**config.mk**
```make
export PLATFORM = sky130hd
export DESIGN_NAME = stbuf_fwd
export DESIGN_NICKNAME = d
export VERILOG_FILES = /design/src/rtl/stbuf_pkg.sv /design/src/rtl/sb_entry_reg.sv /design/src/rtl/sb_port_ctrl.sv /design/src/rtl/sb_load_merge.sv /design/src/rtl/stbuf_fwd.sv
export SDC_FILE = /design/constraint.sdc
export NUM_CORES = 1
export LEC_CHECK = 0
export BUFFER_PORTS_ARGS = -buffer_cell sky130_fd_sc_hd__buf_2
export CAP_MARGIN = 30
export CORE_AREA = 4 4 142 144
export CTS_BUF_LIST = sky130_fd_sc_hd__clkbuf_4 sky130_fd_sc_hd__clkbuf_8
export CTS_CLUSTER_DIAMETER = 40
export DETAILED_ROUTE_END_ITERATION = 8
export DIE_AREA = 0 0 146 148
export HOLD_SLACK_MARGIN = 0.02
export PLACE_DENSITY = 0.66
export RECOVER_POWER = 100
export SLEW_MARGIN = 0
export SYNTH_ARGS = -nofsm -noshare
export SYNTH_HDL_FRONTEND = slang
export SYNTH_SLANG_ARGS = --single-unit
```
**constraint.sdc**
```tcl
create_clock -name clk -period 2.11 [get_ports clk]
set_clock_uncertainty 0.2 [all_clocks]
set_input_delay 0.211 -clock clk [delete_from_list [all_inputs] [get_ports clk]]
set_output_delay 0.211 -clock clk [all_outputs]
set_load 0.02 [all_outputs]
```
**src/rtl/stbuf_pkg.sv**
```systemverilog
package stbuf_pkg;

    localparam int unsigned SB_ADDR_W = 32;
    localparam int unsigned SB_DATA_W = 64;
    localparam int unsigned SB_BYTES  = SB_DATA_W / 8;
    localparam int unsigned SB_OFS_W  = $clog2(SB_BYTES);
    localparam int unsigned SB_IDX_W  = SB_ADDR_W - SB_OFS_W;

    typedef enum logic [1:0] {
        SB_EMPTY  = 2'd0,
        SB_LOOKUP = 2'd1,
        SB_READY  = 2'd2
    } sb_state_e;

    typedef struct packed {
        logic [SB_IDX_W-1:0]  idx;
        logic [SB_DATA_W-1:0] data;
        logic [SB_BYTES-1:0]  be;
    } sb_entry_t;

    function automatic logic [SB_IDX_W-1:0] sb_index(input logic [SB_ADDR_W-1:0] a);
        return a[SB_ADDR_W-1:SB_OFS_W];
    endfunction

endpackage

```
**src/rtl/sb_entry_reg.sv**
```systemverilog
module sb_entry_reg
    import stbuf_pkg::*;
(
    input  logic      clk,
    input  logic      rst,
    input  logic      capture,
    input  sb_entry_t cap_entry,
    input  logic      release_ent,
    input  logic      tag_hit,
    output sb_state_e state,
    output sb_entry_t entry
);
    sb_state_e state_q;
    sb_entry_t entry_q;

    always_ff @(posedge clk) begin
        if (rst) begin
            state_q <= SB_EMPTY;
            entry_q <= '0;
        end else if (capture) begin
            state_q <= SB_LOOKUP;
            entry_q <= cap_entry;
        end else if (release_ent) begin
            state_q <= SB_EMPTY;
        end else if (state_q == SB_LOOKUP) begin
            state_q <= tag_hit ? SB_READY : SB_EMPTY;
        end
    end

    assign state = state_q;
    assign entry = entry_q;
endmodule

```
**src/rtl/sb_port_ctrl.sv**
```systemverilog
module sb_port_ctrl
    import stbuf_pkg::*;
(
    input  sb_state_e            state,
    input  sb_entry_t            entry,
    input  logic                 tag_hit,
    input  logic                 is_load,
    input  logic [SB_IDX_W-1:0]  req_idx,
    output logic                 fwd,
    output logic                 release_ent,
    output logic                 miss,
    output logic                 arr_en,
    output logic                 arr_we,
    output logic [SB_IDX_W-1:0]  arr_idx,
    output logic [SB_BYTES-1:0]  arr_be,
    output logic [SB_DATA_W-1:0] arr_wdata
);
    logic live;
    logic same_row;

    always_comb begin
        live        = (state == SB_READY) || ((state == SB_LOOKUP) && tag_hit);
        same_row    = (entry.idx == req_idx);
        fwd         = is_load && live && same_row;
        release_ent = live && (!is_load || same_row);
        miss        = (state == SB_LOOKUP) && !tag_hit;
        arr_en      = is_load || release_ent;
        arr_we      = release_ent;
        arr_idx     = is_load ? req_idx : entry.idx;
        arr_be      = release_ent ? entry.be : '0;
        arr_wdata   = entry.data;
    end
endmodule

```
**src/rtl/sb_load_merge.sv**
```systemverilog
module sb_load_merge
    import stbuf_pkg::*;
(
    input  logic                 fwd,
    input  sb_entry_t            entry,
    input  logic [SB_DATA_W-1:0] rdata,
    output logic [SB_DATA_W-1:0] ld_data
);
    for (genvar b = 0; b < SB_BYTES; b++) begin : g_lane
        assign ld_data[b*8 +: 8] = (fwd && entry.be[b]) ? entry.data[b*8 +: 8]
                                                         : rdata[b*8 +: 8];
    end
endmodule

```
**src/rtl/stbuf_fwd.sv**
```systemverilog
module stbuf_fwd
    import stbuf_pkg::*;
(
    input  logic                 clk,
    input  logic                 rst,
    input  logic                 req_valid,
    input  logic                 req_is_store,
    input  logic [SB_ADDR_W-1:0] req_addr,
    input  logic [SB_DATA_W-1:0] req_wdata,
    input  logic [SB_BYTES-1:0]  req_be,
    input  logic                 tag_hit,
    input  logic                 flush_req,
    output logic                 flush_ack,
    output logic                 ld_valid,
    output logic [SB_DATA_W-1:0] ld_data,
    output logic                 miss_valid,
    output logic [SB_IDX_W-1:0]  miss_idx,
    output logic                 arr_en,
    output logic                 arr_we,
    output logic [SB_IDX_W-1:0]  arr_idx,
    output logic [SB_BYTES-1:0]  arr_be,
    output logic [SB_DATA_W-1:0] arr_wdata,
    input  logic [SB_DATA_W-1:0] arr_rdata
);
    sb_state_e st;
    sb_entry_t ent;
    sb_entry_t cap;
    logic      is_load, is_store, fwd, rel, miss;
    logic [SB_IDX_W-1:0] ridx;

    assign ridx     = sb_index(req_addr);
    assign is_load  = req_valid && !req_is_store;
    assign is_store = req_valid && req_is_store;
    assign cap      = '{idx: ridx, data: req_wdata, be: req_be};

    sb_entry_reg u_ent (
        .clk(clk), .rst(rst), .capture(is_store), .cap_entry(cap),
        .release_ent(rel), .tag_hit(tag_hit), .state(st), .entry(ent)
    );

    sb_port_ctrl u_ctl (
        .state(st), .entry(ent), .tag_hit(tag_hit), .is_load(is_load),
        .req_idx(ridx), .fwd(fwd), .release_ent(rel), .miss(miss),
        .arr_en(arr_en), .arr_we(arr_we), .arr_idx(arr_idx),
        .arr_be(arr_be), .arr_wdata(arr_wdata)
    );

    sb_load_merge u_mrg (
        .fwd(fwd), .entry(ent), .rdata(arr_rdata), .ld_data(ld_data)
    );

    assign ld_valid   = is_load;
    assign miss_valid = miss;
    assign miss_idx   = ent.idx;
    assign flush_ack  = flush_req && (st == SB_EMPTY);
endmodule

```
Word level (Yosys, flattened, before mapping)
Index checks and enable logic that the tools add are counted.

Equal/unequal tests: 3. Mux-type cells: 14. Reduce and logical (&&, ||, !) cells: 25.

Operators with widths (count): 2-to-1 mux 8 bit (9); equality test 29 bit (1); 2-to-1 mux 29 bit (1); logical AND 1 bit (16); logical NOT 1 bit (3); logical OR 1 bit (3); 2-to-1 mux 1 bit (3); nonzero test 3 bit (1); OR reduction 3 bit (1); equality test 2 x 1 -> 1 bit, second input constant (1); equality test 2 bit, second input constant (1); logical NOT 2 bit (1); 2-to-1 mux 2 bit (1).

Register bits after elaboration: 103. Input bits: 174.

Logic depth before layout (Yosys ltp)
Gate-level depths: netlist of the first run.

Depth after elaboration: 7. Depth in mapped cells: 6. Gate-level depth less buffers: 5.

Modules after synthesis
A second synthesis of the first run with hierarchy kept.

Cells, all modules: 561. Area, all modules: 5786.8 um^2.

By module, submodules not included: sb_entry_reg (instances 1, cells each 333, area an instance 3697.3 um^2); sb_port_ctrl (instances 1, cells each 152, area an instance 1287.5 um^2); sb_load_merge (instances 1, cells each 73, area an instance 782.0 um^2); stbuf_fwd (instances 1, cells each 3, area an instance 20.0 um^2).

Worst setup path before layout of the first run
Ideal clock, no wire load.

Path kind: register to output. From: reg u_ent.state_q[1], in the netlist u_ent.state[1]. To: out ld_data[0]. Arrival time: 1.822 ns. Slack: -0.123 ns. Cell stages (with the launch flop): 7. Buffers on the path: 1. Cells stage by stage: dfxtp_1 and3b_1 o211ai_2 nor4_4 and4_1 buf_6 mux2_4.

Cells in the longest elaborated chain, start to end: 7. Elaborated cells between the ends (all ways): 8. Those cells by class: eq/ne: 2; mux: 1; reduce/logical: 5.

Ends and longest elaborated chain: start, declared (RTL line sb_entry_reg.sv:13) `sb_state_e state_q;`; start signal, assigned (RTL line sb_entry_reg.sv:26) `state_q <= tag_hit ? SB_READY : SB_EMPTY;`; equality test 2 x 1 -> 1 bit (RTL line sb_port_ctrl.sv:22) `live = (state == SB_READY) || ((state == SB_LOOKUP) && tag_hit);`; logical AND 1 bit (RTL line sb_port_ctrl.sv:22); logical OR 1 bit * (RTL line sb_port_ctrl.sv:22); logical AND 1 bit * (2 in series) (RTL line sb_port_ctrl.sv:24) `fwd = is_load && live && same_row;`; logical AND 1 bit * (RTL line sb_load_merge.sv:10) `assign ld_data[b*8 +: 8] = (fwd && entry.be[b]) ? entry.data[b*8 +: 8]`; 2-to-1 mux 8 bit * (RTL line sb_load_merge.sv:10); end, declared (RTL line stbuf_fwd.sv:15) `output logic [SB_DATA_W-1:0] ld_data,`.

Mark *: on every way between the ends. The rest lies on a longest branch, timed or not.

Final worst setup path of the first run
From: reg u_ent.entry_q (netlist bit u_ent.entry[83]). To: out ld_data[37].

Cells in the longest elaborated chain, start to end: 4.

Ends and longest elaborated chain: start, declared (RTL line sb_entry_reg.sv:14) `sb_entry_t entry_q;`; start signal, assigned (RTL line sb_entry_reg.sv:22) `entry_q <= cap_entry;`; equality test 29 bit (RTL line sb_port_ctrl.sv:23) `same_row = (entry.idx == req_idx);`; logical AND 1 bit (RTL line sb_port_ctrl.sv:24); logical AND 1 bit (RTL line sb_load_merge.sv:10); 2-to-1 mux 8 bit (RTL line sb_load_merge.sv:10).

No other way between the ends.

==> flow_summary.ini, run 1 <==
[placement]
dpl.hpwl_um = 15560
numPortBuffers = 369
routabilityCongestion = 0.7869

[logic_synthesis]
avgSynthCellArea_um2 = 8.637
synth_cell_types = 27
synthesis.area_um2 = 6132
synth.yosys.seq_area_share_pct = 33.63
syn-num-nets = 884
synth_cells = 710
yosys_register_bits = 103
ys_warn_count = 0

[setup_path]
worstSetupPathType = reg -> out
r2r-end = u_ent.state[1]
r2r_start = u_ent.entry[83]
crit_end = ld_data[37]
worstSetupStartpointType = flip-flop
cp_slowest_cell = dfxtp_1
crit_fanout = 8
crit_path_start = u_ent.entry[83]
regToRegSetupSlack_ns = 0.38
critPathArrivalTime_ns = 2.45
cp_slowest_stage_delay_ns = 0.35
critPathRequiredTime_ns = 1.70
crit_path_frequent_cell = buf_12
reg2reg_depth = 7
crit_path_end_kind = output pin
crit_path_cell_trace = xnor2_2 > nand4_1 > nor4_4 > buf_4 > buf_12 > and4_1 > buf_12 > mux2_4 > buf_2

[status]
status = complete, but fails checks
violations = setup timing

[timing]
relSlewSlack_pct = 9.135
hold_violations = 0
worst_slack_ns = -0.7560
min_period_ns = 2.866
setup_violations = 77
slew_viol_final = 0
rsz0062_at_grt = true
fmax_mhz = 348.9
worstMarginPinSlew_ns = 1.362
finalCritPeriodShare_pct = 135.8

[power]
switchingPower_mw = 1.473
comb_power_share_pct = 28.7
swShare_pct = 30.61
p_per_area_nw_per_um2 = 496.7
p_int_mw = 3.338
power_mw = 4.810
p_clk_share_pct = 27.5
power_leakage_nw = 4.408
ir_worst_vdd_mv = 0.2592
seq_power_share_pct = 43.9

[finish]
synthToLayoutAreaGrowth_pct = 57.95
nFillCells = 1729
fin_util_pct = 51.78
nNetsFinal = 1295
antenna_cells = 0
layout-drive-gt1-share_pct = 46.89

[grt]
grt_max_degree = 60
grt_antenna_before_repair = 1
grt_usage_pct = 18.79
grt_overflow = 0
grt_pass1_wl_um = 32940
grt_pass1_vias = 6346

[clocking]
numCtsBuffers = 9
cts_root_buf = clkbuf_8
clock-sinks = 103
htreeDepth = 3
clk_latency_ns = 0.38
cts_tree = yes
clockBufferDepth = 2
clkTransAtPathRegs_ns = 0.10

[routing]
drc_errors = 0
vias_per_cell = 4.602
vias = 6259
ant_nets = 0
first_pass_iters = 5
routed_wirelength_um = 22230
first_iter_violations = 208
wire_per_inst_um = 16.34

[die]
dieArea_um2 = 21610
die_x_um = 146
num_rows = 50
die_h_um = 148
start_util_pct = 32.78
ios = 373
core_um2 = 18710

[flow_run]
drv_cap = 0

[hold_path]
min_path_type = in -> reg
[metal layers]
layer | routed length, um | part of all wire, % | track usage (%) | vias to the layer above
li1 | - | - | - | 3081
met2 | 11640 | 52 | 36.01 | 260
met4 | 357 | 1.6 | 4.563 | 2
met3 | 1532 | 6.9 | 5.058 | 29
met5 | 7 | 0.031 | 0 | -
met1 | 8686 | 39 | 20.55 | 2887
[placed cells by master, fill, tap and decap left out, types with 2 or more instances in the layout]
cell,Yosys,final
dfxtp_2,0,15
clkbuf_4,0,2
dlygate4sd3_1,0,101
nor2_1,3,2
nor3b_1,2,2
nor4_4,2,2
mux2_4,64,64
nand2_1,204,203
clkbuf_1,29,68
buf_6,8,55
clkinv_4,0,2
xnor2_1,27,17
buf_12,0,14
nand4_1,6,6
clkbuf_8,0,10
dfxtp_1,103,88
nor2b_4,0,6
a21oi_1,103,102
buf_4,93,46
and4_4,0,7
xnor2_2,2,12
buf_2,0,252
mux2_2,29,29
[worst max-delay path, delay by kind of cell, from the launching register on]
| kind | cells | cell delay [ns] |
|---|---|---|
| xor gates and xnor gates | 1 | 0.20 |
| and+or+nand+nor | 3 | 0.62 |
| muxes | 1 | 0.29 |
| DFF | 1 | 0.35 |
| buffers and inverters | 4 | 0.61 |
[cells by family (layout without fill, tap and decap cells)]
group                     Yosys count  after routing  share of synthesized area, %
DFF                               103            103                         33.63
AOI/OAI and AO/OA                 108            108                         9.100
xor gates and xnor gates           29             29                         4.387
muxes                              93             93                         21.00
buffers and inverters             140            556                         15.24
and+or+nand+nor                   237            237                         16.65
[worst min path at each step]
stage	endpoint	cells past startpoint	start	slack [ns]
after floorplan	u_ent.entry[100]	2	req_addr[31]	0.14
after global placement	u_ent.entry[10]	3	req_wdata[2]	0.25
after detailed placement	u_ent.entry[8]	3	req_wdata[0]	0.26
after CTS	u_ent.entry[56]	2	rst	0.04
after global routing	u_ent.entry[43]	2	rst	0.06
final	u_ent.entry[62]	2	rst	0.06
[layout make-up]
type	count	area (um^2)	area share, %
clock buffer	12	152.6	1.576
inverter	2	7.507	0.07751
clock inverter	4	55.05	0.5684
multi-input combinational	467	3294	34.01
tap	234	292.8	3.023
timing repair buffer	538	3802	39.26
sequential	103	2081	21.48
[stage by stage]
stage	hold slack [ns]	instance area (um^2)	setup TNS, ns	setup WS (ns)	std cells
final	0.06434	9686	-51.88	-0.7560	1360
after global routing	0.06419	9686	-71.01	-0.8560	1360
after CTS	0.04175	9423	-53.64	-0.7885	1357
after detailed placement	0.2565	8045	-28.03	-0.4863	1240
after global placement	0.2516	8045	-29.47	-0.5057	1240
after floorplan	0.1394	6150	-2.386	-0.03729	710
[Yosys cell counts (all sizes together)]
cell	number	area share (%)
nor2b	8	0.82
a22oi	1	0.12
and2	1	0.10
nor4	2	0.69
and3b	1	0.14
nand4	6	0.61
and4	8	1.1
xnor2	29	4.4
nand3	1	0.082
and2b	1	0.14
o21ai	1	0.082
o211ai	1	0.20
mux2	93	21
nand2	204	12
inv	2	0.12
a21oi	103	8.4
clkbuf	29	1.8
buf	109	13
nor2	3	0.18
a211oi	1	0.12
a22o	1	0.16
dfxtp	103	34
nor3b	2	0.24
[repair_timing]
action | CTS | global route
setup endpoints to repair | 73 | 73
setup buffers | 0 | 2
gates resized for setup | 50 | 91
hold buffers | 101 | 0
gates cloned | 0 | 1
endpoints found under the hold margin | 101 | 0
pin swaps | 3 | 7
[registers in the layout (all words and copies together) (netlist names)]
name,flops
u_ent.entry,101
u_ent.state,2
[power by group through the flow]
stage | Sequential, mW | Clock, mW | Combinational (mW)
final | 2.11 | 1.32 | 1.38
after global routing | 2.12 | 1.44 | 1.48
after CTS | 2.11 | 1.39 | 1.34
after detailed placement | 2.15 | 0 | 1.16
after global placement | 2.15 | 0 | 1.15
after floorplan | 2.14 | 0 | 0.753
Note: power is estimated with default switching activity, not from simulation.
==> run 2, diff against run 1 <==
Settings changed: CORE_AREA 4 4 142 144 to 4 4 143 145, DIE_AREA 0 0 146 148 to 0 0 147 149, PLACE_DENSITY 0.66 to unset.
==> run 2 against run 1 <==
- the run still ends with setup timing left
- via count down 0.66%
- non-clock buffer count is 2 lower
- combinational power shrank 4%
- final cell count rose by 2.1%
- sequential share of layout area grew 0.51 points
- register-to-register slack is essentially flat
- core utilization decreased by 2.5 points
- cell area fell by 2.2%
- critical path depth down 1
- worst setup slack gained 0.013 ns
- worst hold slack better by 0.0028 ns
- routed wire length fell by 1.2%
- largest cell class unchanged
==> flow_summary.ini, run 2 (same netlist as run 1, synthesis figures left out) <==
[power]
ir_worst_vdd_mv = 0.3567
p_int_mw = 3.297
power_leakage_nw = 4.218
seq_power_share_pct = 44.2
p_clk_share_pct = 28.0
switchingPower_mw = 1.483
p_per_area_nw_per_um2 = 504.9
swShare_pct = 31.03
comb_power_share_pct = 27.8

[status]
violations = setup timing
status = complete, but fails checks

[clocking]
cts_tree = yes
cts_root_buf = clkbuf_8
htreeDepth = 3
clk_latency_ns = 0.38
clock-sinks = 103
numCtsBuffers = 9
clkTransAtPathRegs_ns = 0.10
clockBufferDepth = 2

[die]
ios = 373
die_x_um = 147
num_rows = 51
core_um2 = 19210
die_h_um = 149
start_util_pct = 31.93
dieArea_um2 = 21900

[timing]
min_period_ns = 2.853
worstMarginPinSlew_ns = 1.138
worst_slack_ns = -0.7430
rsz0062_at_grt = true
slew_viol_final = 0
fin_worst_hold_slack_ns = 0.06712
fmax_mhz = 350.5
setup_violations = 77
finalCritPeriodShare_pct = 135.2
hold_violations = 0
relSlewSlack_pct = 23.98

[finish]
final_cell_mix = buf_2 (241), nand2_1 (204), a21oi_1 (102)
nFillCells = 1836
layout-drive-gt1-share_pct = 44.04
largest_reg_flops = 101
nNetsFinal = 1293
mostFrequentLayoutCell = buf_2
synthToLayoutAreaGrowth_pct = 54.40
antenna_cells = 0

[grt]
grt_max_degree = 57
grt_overflow = 0
grt_pass1_wl_um = 32750
grt_pass1_vias = 6174
grt_usage_pct = 18.63
grt_antenna_before_repair = 2

[setup_path]
r2r_start = u_ent.entry[94]
regToRegSetupSlack_ns = 0.39
worstSetupPathType = reg -> out
critPathArrivalTime_ns = 2.44
critPathRequiredTime_ns = 1.70
reg2reg_depth = 6
crit_fanout = 9
r2r-end = u_ent.state[1]
crit_path_end_kind = output pin
worstSetupStartpointType = flip-flop

[routing]
first_iter_violations = 290
routed_wirelength_um = 21970
ant_nets = 0
wire_per_inst_um = 15.82
vias_per_cell = 4.477
first_pass_iters = 4
vias = 6218
drc_errors = 0

[hold_path]
hp-start = rst
min_path_type = in -> reg
min_to = u_ent.entry[56]
min_path_cells = 3

[placement]
numPortBuffers = 369
pre_cts_slack_ns = -0.4024
routabilityCongestion = 0.7801
dpl.hpwl_um = 15900

[flow_run]
drv_cap = 0
-- run 2: critical path, cell delays in order, from the launching register on --
cell	delay (ns)
dfxtp_2	0.35
xnor2_2	0.15
nand4_1	0.17
nor4_4	0.35
buf_12	0.17
and4_1	0.24
buf_12	0.15
mux2_4	0.31
buf_2	0.16
-- run 2: area by class of cell --
| type | count | area [um^2] | area share [%] |
|---|---|---|---|
| Clock buffer | 12 | 152.6 | 1.612 |
| Clock inverter | 4 | 55.05 | 0.5815 |
| Inverter | 2 | 7.507 | 0.07929 |
| Multi-Input combinational cell | 467 | 3277 | 34.61 |
| Sequential cell | 103 | 2082 | 21.99 |
| Tap cell | 265 | 331.6 | 3.502 |
| Timing Repair Buffer | 536 | 3562 | 37.62 |
-- run 2: repair_timing --
| action | CTS | global route |
|---|---|---|
| pin swaps | 3 | 2 |
| buffers inserted | 2 | 1 |
| hold buffers | 101 | 0 |
| endpoints found under the hold margin | 101 | 0 |
| resized for setup | 37 | 48 |
| endpoints found under the setup margin | 73 | 92 |
-- run 2: how the worst max path moves through the flow --
stage / startpoint / end / cells after the start
after detailed placement: req_addr[30] / ld_data[33] / 9
after CTS: u_ent.entry[88] / ld_data[28] / 8
after floorplan: u_ent.entry[99] / ld_data[0] / 6
after global routing: u_ent.entry[94] / ld_data[53] / 8
after global placement: req_addr[18] / ld_data[33] / 9
final: u_ent.entry[94] / ld_data[53] / 8
-- run 2: power groups by stage --
stage,Sequential [mW],Clock [mW],Combinational [mW]
finish,2.11,1.34,1.33
global route,2.13,1.46,1.43
CTS,2.11,1.39,1.33
detailed placement,2.15,0,1.16
global placement,2.15,0,1.15
floorplan,2.14,0,0.753
-- run 2: metal layers --
metal,GRT usage [%],vias to the layer above,share of wire [%]
met5,0,-,0.12
met4,5.312,4,1.7
met3,5.378,35,7.4
met2,33.49,251,51
met1,21.63,2849,40
li1,-,3079,-
-- run 2: through the flow --
stage / TNS [ns] / std cells / utilization, % / power [mW] / cell area (um^2)
floorplan: -2.386 / 710 / - / 2.891 / 6150
global placement: -25.93 / 1269 / 42.01 / 3.298 / 8069
detailed placement: -25.39 / 1269 / 42.01 / 3.310 / 8069
CTS: -53.25 / 1388 / 49.14 / 4.831 / 9439
global route: -61.15 / 1389 / 49.29 / 5.019 / 9468
finish: -49.65 / 1389 / 49.29 / 4.780 / 9468
==> run 3, diff against run 2 <==
==> constraint.sdc (replaced) <==
create_clock -name clk -period 2.11 [get_ports clk]
set_clock_uncertainty 0.2 [all_clocks]
set_input_delay 0.422 -clock clk [delete_from_list [all_inputs] [get_ports clk]]
set_output_delay 0.422 -clock clk [all_outputs]
set_load 0.02 [all_outputs]
==> run 3 against run 2 <==
- highest routed layer unchanged
- count of clock-buffer cells in the layout down 1
- cell area down 0.30%
- core utilization down 0.15 points
- non-clock buffer count down 76
- the flow still finishes with violations (setup timing)
- critical endpoint is now ld_data[37]
- sequential power about the same
- sequential cell count unchanged
- maximum frequency down 8.2%
- sequential share of layout area about the same
- worst setup slack worse by 0.26 ns
- register-to-register slack worse by 0.21 ns
==> flow_summary.ini, run 3 (same netlist as run 1, synthesis figures left out) <==
[finish]
nNetsFinal = 1217
nFillCells = 1898
final_cell_mix = nand2_1 (203), buf_2 (173), buf_6 (114)
largest_reg_flops = 101
mostFrequentLayoutCell = nand2_1
layout-drive-gt1-share_pct = 50.53
synthToLayoutAreaGrowth_pct = 53.93

[placement]
pre_cts_slack_ns = -0.9413
dpl.hpwl_um = 15660
routabilityCongestion = 0.7625
numPortBuffers = 369

[setup_path]
crit_path_end_kind = output pin
critPathRequiredTime_ns = 1.49
worstSetupPathType = reg -> out
critPathArrivalTime_ns = 2.49
regToRegSetupSlack_ns = 0.18
crit_fanout = 8
worstSetupStartpointType = flip-flop

[timing]
min_period_ns = 3.109
setup_violations = 103
setup_tns_ns = -74.06
rsz0062_at_grt = true
worstMarginPinSlew_ns = 1.135
relSlewSlack_pct = 24.37
fin_worst_hold_slack_ns = 0.06344
hold_violations = 0
slew_viol_final = 0
worst_slack_ns = -0.9990
fmax_mhz = 321.6
finalCritPeriodShare_pct = 147.3

[routing]
routed_wirelength_um = 21990
first_iter_violations = 175
vias = 5975
wire_per_inst_um = 16.75
first_pass_iters = 6
ant_nets = 0
drc_errors = 0
vias_per_cell = 4.551

[power]
power_leakage_nw = 4.189
ir_worst_vdd_mv = 0.2941
power_mw = 4.831
p_per_area_nw_per_um2 = 511.8

[clocking]
cts_tree = yes
clk_latency_ns = 0.38
htreeDepth = 3
clkTransAtPathRegs_ns = 0.11
cts_root_buf = clkbuf_8
clock-sinks = 103
numCtsBuffers = 9
clockBufferDepth = 2

[grt]
grt_usage_pct = 18.53
grt_max_degree = 54
grt_pass1_vias = 5979
grt_pass1_wl_um = 32380
grt_overflow = 0
grt_antenna_before_repair = 2

[status]
violations = setup timing
status = complete, but fails checks

[flow_run]
drv_cap = 0

[die]
die_h_um = 149
dieArea_um2 = 21900
core_um2 = 19210
die_x_um = 147
ios = 373
num_rows = 51
start_util_pct = 31.93

[hold_path]
min_path_type = in -> reg
run 3: cell types whose count changed in the layout (fill, tap and decap cells not counted), moves of 4 or more:
cell and change:
buf_6 +88, buf_4 +6, clkbuf_4 -4, dfxtp_1 +7
dlygate4sd3_1 -101, nor2b_4 +4, mux2_4 +28, dfxtp_2 -7
mux2_2 -27, nor2b_1 -4, clkbuf_2 -4, buf_2 -68
run 3: final timing paths:
path              cells after the start       startpoint         endpoint
hold / removal                        3    req_wdata[22]  u_ent.entry[30]
hold reg to reg                       2  u_ent.entry[49]  u_ent.entry[49]
setup reg to reg                      9  u_ent.entry[78]   u_ent.state[1]
setup / recovery                      9   u_ent.state[0]      ld_data[37]
run 3: power breakdown:
part | leakage [nW] | internal, mW | switching, mW
clock network | 0.102 | 0.612 | 0.720
logic | 3.24 | 0.692 | 0.698
registers | 0.846 | 2.03 | 0.0745
total | 4.19 | 3.34 | 1.49
run 3: what timing repair did:
item	CTS	global route
hold buffers	0	0
buffers inserted	12	10
resized for setup	255	52
pin swaps	16	20
setup endpoints to repair	103	102
cloned	4	1
run 3: through the flow:
stage                     util [%]  cells  area (um^2)
final                        49.14   1313         9439
after global routing         49.13   1312         9437
after CTS                    48.95   1305         9402
after detailed placement     42.59   1276         8180
after global placement       42.59   1276         8180
after floorplan                  -    710         6212
run 3: worst max-delay path, cell delays in order, from the launching register on:
cell      delay (ns)
dfxtp_2         0.34
and2b_2         0.26
o211ai_4        0.11
nor4_4          0.27
buf_4           0.18
buf_12          0.12
and4_4          0.23
buf_12          0.13
mux2_4          0.32
buf_6           0.13
run 3: area by class of cell:
class / count / area, um^2 / share of cell area (%)
Antenna cell: 1 / 2.502 / 0.02651
Clock buffer: 11 / 151.4 / 1.604
Clock inverter: 4 / 55.05 / 0.5832
Inverter: 2 / 10.01 / 0.1060
Multi-Input combinational cell: 467 / 3468 / 36.74
Sequential cell: 103 / 2073 / 21.96
Tap cell: 265 / 331.6 / 3.513
Timing Repair Buffer: 460 / 3347 / 35.46
run 3: routing by layer:
layer	global-route usage, %	vias up	routed length (um)
met2	33.07	230	11220
met1	21.69	2794	8674
met3	5.530	25	1692
li1	-	2922	-
met4	5.033	4	372
met5	0	-	27
